===== src/rtl/tpg_pkg.sv =====
package tpg_pkg;

    localparam int WORD_W = 10;
    localparam int MODE_W = 4;
    localparam int UCTL_W = 2;
    localparam int CFG_W  = MODE_W + UCTL_W;

    typedef logic [WORD_W-1:0] word_t;

    // Pattern select codes
    localparam logic [MODE_W-1:0] MD_NORMAL   = 4'h0;
    localparam logic [MODE_W-1:0] MD_MID      = 4'h1;
    localparam logic [MODE_W-1:0] MD_POS_FS   = 4'h2;
    localparam logic [MODE_W-1:0] MD_NEG_FS   = 4'h3;
    localparam logic [MODE_W-1:0] MD_CHECKER  = 4'h4;
    localparam logic [MODE_W-1:0] MD_PN_LONG  = 4'h5;
    localparam logic [MODE_W-1:0] MD_PN_SHORT = 4'h6;
    localparam logic [MODE_W-1:0] MD_WORD_TOG = 4'h7;
    localparam logic [MODE_W-1:0] MD_USER     = 4'h8;
    localparam logic [MODE_W-1:0] MD_BIT_TOG  = 4'h9;
    localparam logic [MODE_W-1:0] MD_SYNC     = 4'hA;
    localparam logic [MODE_W-1:0] MD_ONE_HIGH = 4'hB;
    localparam logic [MODE_W-1:0] MD_MIXED    = 4'hC;

    // Fixed words
    localparam word_t W_MID      = 10'h200;
    localparam word_t W_POS_FS   = 10'h3FF;
    localparam word_t W_NEG_FS   = 10'h000;
    localparam word_t W_CHK_EVEN = 10'h2AA;
    localparam word_t W_CHK_ODD  = 10'h155;
    localparam word_t W_BIT_TOG  = 10'h2AA;
    localparam word_t W_SYNC     = 10'h3E0;
    localparam word_t W_ONE_HIGH = 10'h001;
    localparam word_t W_MIXED    = 10'h2CE;

    typedef enum logic [UCTL_W-1:0] {
        US_STEADY = 2'b00,
        US_ALT    = 2'b01,
        US_ONCE1  = 2'b10,
        US_ONCE2  = 2'b11
    } useq_e;

    // Position inside the current selection
    typedef struct packed {
        logic       first;  // sample index is zero
        logic       par;    // parity of sample index
        logic [1:0] cnt;    // sample index, saturating at 3
    } seq_pos_t;

    function automatic word_t alt_word(input logic odd, input word_t even_w,
                                       input word_t odd_w);
        return odd ? odd_w : even_w;
    endfunction

endpackage


===== src/rtl/tpg_lfsr.sv =====
module tpg_lfsr
    import tpg_pkg::*;
#(
    parameter int LEN  = 9,
    parameter int TAP  = 5,
    parameter int OUTW = WORD_W
) (
    input  logic            clk,
    input  logic            rst,
    input  logic            clr,
    input  logic            step,
    output logic [OUTW-1:0] word
);

    localparam logic [LEN-1:0] SEED = '1;

    logic [LEN-1:0] st_q;
    logic           fb;

    assign fb = st_q[LEN-1] ^ st_q[TAP-1];

    always_ff @(posedge clk) begin
        if (rst || clr) begin
            st_q <= SEED;
        end else if (step) begin
            st_q <= {st_q[LEN-2:0], fb};
        end
    end

    generate
        if (LEN >= OUTW) begin : g_trunc
            assign word = st_q[OUTW-1:0];
        end else begin : g_zext
            assign word = {{(OUTW-LEN){1'b0}}, st_q};
        end
    endgenerate

    AST_LFSR_NONZERO: assert property (@(posedge clk) disable iff (rst)
        st_q != '0);
    AST_CLR_RESEEDS: assert property (@(posedge clk) disable iff (rst)
        clr |=> st_q == SEED);
    AST_IDLE_HOLDS: assert property (@(posedge clk) disable iff (rst)
        (!step && !clr) |=> $stable(st_q));

endmodule


===== src/rtl/tpg_seq_track.sv =====
module tpg_seq_track
    import tpg_pkg::*;
#(
    parameter int CFGW = CFG_W
) (
    input  logic            clk,
    input  logic            rst,
    input  logic            en,
    input  logic [CFGW-1:0] cfg,
    output seq_pos_t        pos
);

    logic [CFGW-1:0] cfg_q;
    logic            vld_q;
    logic            par_q;
    logic [1:0]      cnt_q;

    always_comb begin
        pos.first = !vld_q || (cfg != cfg_q);
        pos.par   = pos.first ? 1'b0 : par_q;
        pos.cnt   = pos.first ? 2'd0 : cnt_q;
    end

    always_ff @(posedge clk) begin
        if (rst) begin
            vld_q <= 1'b0;
            cfg_q <= '0;
            par_q <= 1'b0;
            cnt_q <= 2'd0;
        end else if (en) begin
            vld_q <= 1'b1;
            cfg_q <= cfg;
            par_q <= ~pos.par;
            cnt_q <= (pos.cnt == 2'd3) ? 2'd3 : pos.cnt + 2'd1;
        end
    end

    AST_RESTART_INDEX: assert property (@(posedge clk) disable iff (rst)
        (en && pos.first) |=> (cnt_q == 2'd1) && par_q);
    AST_PARITY_FLIPS: assert property (@(posedge clk) disable iff (rst)
        (en && !pos.first) |=> par_q != $past(par_q));

endmodule


===== src/rtl/tpg_user_seq.sv =====
module tpg_user_seq
    import tpg_pkg::*;
(
    input  logic     clk,
    input  logic     rst,
    input  logic     en,
    input  logic     active,
    input  useq_e    ctl,
    input  seq_pos_t pos,
    input  word_t    w0,
    input  word_t    w1,
    output word_t    word
);

    word_t hold_q;
    logic  live;

    always_comb begin
        live = 1'b1;
        word = w0;
        unique case (ctl)
            US_STEADY: word = w0;
            US_ALT:    word = alt_word(pos.par, w0, w1);
            US_ONCE1: begin
                live = (pos.cnt == 2'd0);
                word = live ? w0 : hold_q;
            end
            US_ONCE2: begin
                live = (pos.cnt <= 2'd1);
                word = (pos.cnt == 2'd0) ? w0 : (live ? w1 : hold_q);
            end
            default: word = w0;
        endcase
    end

    always_ff @(posedge clk) begin
        if (rst) begin
            hold_q <= '0;
        end else if (en && active && live) begin
            hold_q <= word;
        end
    end

    AST_ONCE_HOLDS: assert property (@(posedge clk) disable iff (rst)
        (en && active && (ctl == US_ONCE1) && (pos.cnt != 2'd0))
        |=> $stable(hold_q));

endmodule


===== src/rtl/adc_tpg.sv =====
module adc_tpg
    import tpg_pkg::*;
(
    input  logic        clk,
    input  logic        rst,
    input  logic        smp_en,
    input  logic [9:0]  norm_data,
    input  logic [3:0]  mode_code,
    input  logic [1:0]  user_ctl,
    input  logic        pn_long_clr,
    input  logic        pn_short_clr,
    input  logic [9:0]  user_word0,
    input  logic [9:0]  user_word1,
    output logic [9:0]  out_data,
    output logic        out_valid
);

    seq_pos_t pos;
    word_t    pn_long_w;
    word_t    pn_short_w;
    word_t    user_w;
    word_t    sel_w;
    useq_e    uctl;

    assign uctl = useq_e'(user_ctl);

    tpg_seq_track #(.CFGW(CFG_W)) u_track (
        .clk (clk),
        .rst (rst),
        .en  (smp_en),
        .cfg ({mode_code, user_ctl}),
        .pos (pos)
    );

    tpg_lfsr #(.LEN(23), .TAP(18), .OUTW(WORD_W)) u_pn_long (
        .clk  (clk),
        .rst  (rst),
        .clr  (pn_long_clr),
        .step (smp_en),
        .word (pn_long_w)
    );

    tpg_lfsr #(.LEN(9), .TAP(5), .OUTW(WORD_W)) u_pn_short (
        .clk  (clk),
        .rst  (rst),
        .clr  (pn_short_clr),
        .step (smp_en),
        .word (pn_short_w)
    );

    tpg_user_seq u_user (
        .clk    (clk),
        .rst    (rst),
        .en     (smp_en),
        .active (mode_code == MD_USER),
        .ctl    (uctl),
        .pos    (pos),
        .w0     (user_word0),
        .w1     (user_word1),
        .word   (user_w)
    );

    always_comb begin
        case (mode_code)
            MD_MID:      sel_w = W_MID;
            MD_POS_FS:   sel_w = W_POS_FS;
            MD_NEG_FS:   sel_w = W_NEG_FS;
            MD_CHECKER:  sel_w = alt_word(pos.par, W_CHK_EVEN, W_CHK_ODD);
            MD_PN_LONG:  sel_w = pn_long_w;
            MD_PN_SHORT: sel_w = pn_short_w;
            MD_WORD_TOG: sel_w = alt_word(pos.par, W_POS_FS, W_NEG_FS);
            MD_USER:     sel_w = user_w;
            MD_BIT_TOG:  sel_w = W_BIT_TOG;
            MD_SYNC:     sel_w = W_SYNC;
            MD_ONE_HIGH: sel_w = W_ONE_HIGH;
            MD_MIXED:    sel_w = W_MIXED;
            default:     sel_w = norm_data;
        endcase
    end

    always_ff @(posedge clk) begin
        if (rst) begin
            out_data  <= '0;
            out_valid <= 1'b0;
        end else begin
            out_valid <= smp_en;
            if (smp_en) begin
                out_data <= sel_w;
            end
        end
    end

    AST_PASS_NORMAL: assert property (@(posedge clk) disable iff (rst)
        (smp_en && mode_code == MD_NORMAL) |=> out_data == $past(norm_data));
    AST_MIDSCALE: assert property (@(posedge clk) disable iff (rst)
        (smp_en && mode_code == MD_MID) |=> out_data == 10'h200);
    AST_WORD_TOG_RAILS: assert property (@(posedge clk) disable iff (rst)
        (smp_en && mode_code == MD_WORD_TOG)
        |=> (out_data == 10'h3FF) || (out_data == 10'h000));
    AST_IDLE_STABLE: assert property (@(posedge clk) disable iff (rst)
        !smp_en |=> $stable(out_data) && !out_valid);

endmodule


===== config.mk =====
export PLATFORM = sky130hd
export DESIGN_NAME = adc_tpg
export DESIGN_NICKNAME = d
export VERILOG_FILES = /design/src/rtl/tpg_pkg.sv /design/src/rtl/tpg_lfsr.sv /design/src/rtl/tpg_seq_track.sv /design/src/rtl/tpg_user_seq.sv /design/src/rtl/adc_tpg.sv
export SDC_FILE = /design/constraint.sdc
export NUM_CORES = 1
export LEC_CHECK = 0
export ABC_AREA = 1
export BUFFER_PORTS_ARGS = -buffer_cell sky130_fd_sc_hd__clkbuf_2
export CORE_MARGIN = 10
export CORE_UTILIZATION = 50
export DETAILED_ROUTE_END_ITERATION = 16
export GPL_ROUTABILITY_DRIVEN = 0
export PLACE_DENSITY = 0.71
export SLEW_MARGIN = 30
export SYNTH_ARGS = -nofsm -noshare
export SYNTH_HDL_FRONTEND = slang
export SYNTH_SLANG_ARGS = --single-unit

===== constraint.sdc =====
create_clock -name clk -period 3.3 [get_ports clk]
set_input_delay 0.33 -clock clk [delete_from_list [all_inputs] [get_ports clk]]
set_output_delay 0.33 -clock clk [all_outputs]
set_load 0.01 [all_outputs]

[Yosys cells after proc, flatten, opt, wreduce, memory -nomap -nowiden]
Index checks and enable logic that the tools add are counted.
Operators by class
  add/subtract/negate cells: 1
  $lt $le $gt $ge: 1
  equality and inequality tests: 17
  multiplexer cells: 12
  bitwise operators: 3
  reduce and logical (&&, ||, !) cells: 8
Operator list (count)
  10-bit one-hot mux with 12 select lines: 1
  10-bit two-way mux: 6
  10-bit one-hot mux with 4 select lines: 1
  4-bit equality test (second input constant): 5
  4-bit by 3-bit equality test with 1-bit output (second input constant): 4
  4-bit by 2-bit equality test with 1-bit output (second input constant): 2
  2-bit equality test (second input constant): 3
  6-bit inequality test: 1
  4-bit by 1-bit equality test with 1-bit output (second input constant): 1
  2-bit zero test: 2
  2-bit two-way mux: 2
  1-bit logical OR: 3
  2-bit by 1-bit adder with 2-bit output (second input constant): 1
  2-bit by 1-bit equality test with 1-bit output (second input constant): 1
  2-bit by 1-bit less-or-equal comparator with 1-bit output (second input constant): 1
  1-bit logical AND: 2
  1-bit one-hot mux with 2 select lines: 1
  1-bit bitwise XOR: 2
  1-bit zero test: 1
  1-bit two-way mux: 1
  1-bit NOT: 1
Word-level totals
  register bits after elaboration: 63
  bits of input ports: 41
  output and inout port bits: 11
  logic and storage cells: 51

[Logic depth before layout (Yosys ltp)]
  depth in word-level cells: 8
  depth in mapped cells: 17
  depth with buffers taken out: 16

[Hierarchy]
Synthesis repeated with hierarchy kept, for this count alone.
Unflattened totals
  cells, all modules: 551
  area total of the unflattened synthesis: 3544.6 sq um
By module, submodules not included
  adc_tpg: times used 1, cells each 192, area an instance 1089.8 sq um, sequential area each 220.2 sq um
  tpg_lfsr (u_pn_long): times used 1, cells each 115, area an instance 918.4 sq um, sequential area each 460.4 sq um
  tpg_user_seq: times used 1, cells each 123, area an instance 676.9 sq um, sequential area each 200.2 sq um
  tpg_seq_track: times used 1, cells each 76, area an instance 508.0 sq um, sequential area each 200.2 sq um
  tpg_lfsr (u_pn_short): times used 1, cells each 45, area an instance 351.6 sq um, sequential area each 180.2 sq um

[Worst setup path before layout]
Ideal clock, no wire load.
  kind: input to register
  start: in user_ctl[0]
  end: reg out_data[3]
  library setup time: 132 ps
  arrival: 1642 ps
  data required time: 3168 ps
  path slack: 1526 ps
  stages: 16
  path buffers: 2
  cells stage by stage: buf_2 nand2_1 nand2_1 nor2_1 nand2_2 nor2_4 nand2_1 buf_2 nand2_1 nand3_1 nand2_1 nand3_1 nand3_1 nand2_1 nand2_1 a21oi_1
On the way
  word-level cells in the longest chain between the ends: 8
  elaborated cells on any way between the ends: 18
  classes of those cells: 1 x order compare; 4 x eq/ne; 10 x mux; 3 x reduce/logical
RTL lines
  start, declared: RTL line adc_tpg.sv:9  | input logic [1:0] user_ctl,
  6-bit inequality test: RTL line tpg_seq_track.sv:19  | pos.first = !vld_q || (cfg != cfg_q);
  1-bit logical OR: RTL line tpg_seq_track.sv:19
  2-bit two-way mux: RTL line tpg_seq_track.sv:21  | pos.cnt = pos.first ? 2'd0 : cnt_q;
  2-bit by 1-bit less-or-equal comparator with 1-bit output: RTL line tpg_user_seq.sv:29  | live = (pos.cnt <= 2'd1);
  10-bit two-way mux (2 in series): RTL line tpg_user_seq.sv:30  | word = (pos.cnt == 2'd0) ? w0 : (live ? w1 : hold_q);
  10-bit one-hot mux with 4 select lines: RTL line tpg_user_seq.sv:21  | unique case (ctl)
  10-bit one-hot mux with 12 select lines (*): RTL line adc_tpg.sv:64  | case (mode_code)
  end signal, assigned: RTL line adc_tpg.sv:88  | out_data <= sel_w;
  end, declared: RTL line adc_tpg.sv:14  | output logic [9:0] out_data,
Mark *: on every way between the ends. The rest lies on a longest branch, timed or not.
A chain may end at the register's enable or synchronous reset.

[Final worst setup path]
  start: reg u_track.cnt_q[0]
  end: reg u_user.hold_q[2]
On the way
  word-level cells in the longest chain between the ends: 5
  elaborated cells on any way between the ends: 9
  classes of those cells: 1 x order compare; 6 x mux; 2 x reduce/logical
RTL lines
  start, declared: RTL line tpg_seq_track.sv:16  | logic [1:0] cnt_q;
  start signal, assigned: RTL line tpg_seq_track.sv:34  | cnt_q <= (pos.cnt == 2'd3) ? 2'd3 : pos.cnt + 2'd1;
  2-bit two-way mux (*): RTL line tpg_seq_track.sv:21
  2-bit by 1-bit less-or-equal comparator with 1-bit output: RTL line tpg_user_seq.sv:29
  10-bit two-way mux (2 in series): RTL line tpg_user_seq.sv:30
  10-bit one-hot mux with 4 select lines: RTL line tpg_user_seq.sv:21
  end signal, assigned: RTL line tpg_user_seq.sv:40  | hold_q <= word;
  end, declared: RTL line tpg_user_seq.sv:15  | word_t hold_q;
Marks and branches as above.

==> out/metrics.yaml <==
final_layout:
  final_non_filler_cell_total: 741
  layout.cells.most_common_list: "nand2_1 (190), nand3_1 (98), inv_1 (64), dfxtp_1 (63), clkbuf_2 (51)"
  layout-drive-gt1-share: 0.128
  mostFrequentLayoutCell: "nand2_1"
  finalCoreUtilization: 0.581
  post-route-cell-area_sq_mm: 0.00419
  fillers: 755
  regArea_sq_mm: 0.00126
  multiInputGateArea_sq_mm: 0.00199
  finalNetCount: 678
  area_growth_syn_to_layout_pct: 14.1
  antennaDiodeCount: 0
floorplan:
  die_width_um: 106
  chipHeight_um: 106
  dieArea_sq_mm: 0.0112
  core_region_area_sq_mm: 0.00721
  initial_core_util: 0.509
  design.portCount: 52
  placement_rows: 31
routing:
  drtIter0Drc: 258
  vias_per_cell: 5.47
  first_pass_iters: 7
  drc_errors: 0
  antenna_left: 0
  wire_per_inst_um: 14.1
  vias: 4054
  postRouteWirelength_um: 10500
timing:
  period_needed_ps: 2540
  timing.final.max_slew_violations: 0
  timing.fmax_mhz: 394
  timing.final.crit_share: 0.769
  slew-limit-headroom: 0.423
  timing.setup.tns_ps: 0
  setup_viol: 0
  worst_clock_skew_ps: 10.6
  setup_repair_after_global_routing_missed_its_margin: "no"
  timing.final.hold_violations: 0
  worst_pin_slew_ps: 864
cts:
  cts.repair_timing.setup_buffer_count: 0
  post_cts.resized_instances: 0
  cts_h_tree_depth: 3
  post_cts_hold_buffer_count: 0
  tritoncts.num_buffers: 9
  tritoncts_clock_tree: "built"
  tritoncts_num_sinks: 63
  clk_pin_slew_worst_paths_ps: 80
  clk_root_buffer_cell: "clkbuf_8"
  clock_insertion_delay_worst_skew_ps: 350
  clk_path_buf_depth: 2
synth:
  synthArstFlopShare: 0
  synth_fp_nets: 646
  postSynthCellCount: 605
  syn_avg_cell_area_sq_um: 6.07
  synth.yosys.seq_area_share: 0.343
  dominantRegCellSynth: "dfxtp_1"
  synth_enable_flop_cells: 0
  syn_area_sq_mm: 0.00367
  synth_seq_cells: 63
  warnings_from_yosys: 0
  post_synth_num_cell_types: 26
worst_hold_path:
  holdCritPathClass: "in -> reg"
power:
  totalPowerFinal_mw: 1.97
  power.density_cell_area_mw_per_mm2: 470
  vdd.ir_drop.worst_mv: 0.274
  p_leak_nw: 2.10
global_routing:
  antenna_found_initial: 0
  overflow: 0
  grtUsageTotal: 0.185
  global_route_wire_length_before_repair_um: 17500
  number_of_global_route_vias_before_repair: 3795
  grt_start_max_net_pins: 63
setup_path:
  critical_path_class: "reg -> reg"
  max_stage_delay_ps: 680
  path_cells: "o21ai_2 > inv_1 > a221oi_1 > buf_4 > o21ai_0 > a21oi_1"
  critical_path_fanouts_max: 22
  arrival_ps: 2810
  critPathSlowestCell: "o21ai_2"
  worstSetupStartpointType: "flop"
  worstPathRequired_ps: 3570
  worst_setup_path_end_kind: "flop"
flow_run:
  max_cap_violations: 0
placed_design:
  placedInstanceArea_sq_mm: 0.00393
  post_placement_cell_count: 724
  detailedPlacementHpwl_um: 7370
  place.port_buffers: 51
run_status:
  result_of_the_run: "finished, final reports clean"
layer usage:
layer,wire length [um],vias up,part of all wire,global-route usage
met5,0,-,0,0
met4,214,0,0.020,0.0822
met2,5050,158,0.48,0.314
li1,-,2031,-,-
met3,679,22,0.065,0.0371
met1,4510,1843,0.43,0.221
power by group:
part / leakage, nW / total (mW) / internal, mW / switching (mW)
sequential: 0.517 / 0.827 / 0.795 / 0.0320
clock: 0.124 / 0.858 / 0.528 / 0.330
combinational: 1.46 / 0.284 / 0.101 / 0.184
total: 2.10 / 1.97 / 1.42 / 0.546
kinds of logic (layout without fill, tap and decap cells):
| family | Yosys count | count (layout) | synth area share |
|---|---|---|---|
| and+or+nand+nor | 355 | 355 | 0.411 |
| DFF | 63 | 63 | 0.343 |
| buffers and inverters | 105 | 142 | 0.114 |
| AOI/OAI and AO/OA | 82 | 82 | 0.131 |
registers in the layout (all words and copies together), names as in the netlist:
signal / count
u_track.vld_q: 1
u_track.par_q: 1
u_track.cfg_q: 6
out_valid: 1
out_data: 10
u_track.cnt_q: 2
u_user.hold_q: 10
u_pn_short.st_q: 9
u_pn_long.st_q: 23
metrics by stage:
step / setup WS (ps) / hold WS [ps]
finish: 761 / 309
CTS: 824 / 294
detailed placement: 838 / 444
global route: 605 / 322
floorplan: 1530 / 429
global placement: 906 / 441
synth_stat cells, drive strengths merged, types with 4 or more instances:
cell type	count	area share
nand4	11	0.019
dfxtp	63	0.34
o21ai	25	0.035
nor3	8	0.011
nor2	46	0.050
a21oi	32	0.044
nand2	191	0.20
inv	68	0.069
nand3	99	0.14
clkbuf	29	0.030
buf	7	0.013
o211ai	19	0.039
a22o	4	0.0095
cell type report:
cell class,instances,share of cell area
Clock inverter,6,0.0275
Timing Repair Buffer,57,0.0716
Clock buffer,10,0.0328
Inverter,69,0.0621
Tap cell,99,0.0295
Sequential cell,63,0.301
Multi-Input combinational cell,437,0.476
critical path: cells and delay by family, from the launching register on:
| family | cells | cell delay (ps) |
|---|---|---|
| buf+inv | 2 | 460 |
| compound gates | 4 | 1400 |
| flops | 1 | 590 |
path summary, 6_finish.rpt:
check | startpoint | end | slack, ps | cells past startpoint
setup / recovery | u_track.cnt_q[0]$_SDFFE_PP0P_ | u_user.hold_q[2]$_SDFFE_PP0P_ | 760 | 6
hold reg to reg | u_pn_long.st_q[21]$_SDFFE_PP1P_ | u_pn_long.st_q[21]$_SDFFE_PP1P_ | 460 | 2
hold / removal | mode_code[3] | u_track.cfg_q[5]$_SDFFE_PP0P_ | 310 | 3
setup reg to reg | u_track.cnt_q[0]$_SDFFE_PP0P_ | u_user.hold_q[2]$_SDFFE_PP0P_ | 760 | 6
Power figures use the tool's default switching activity.
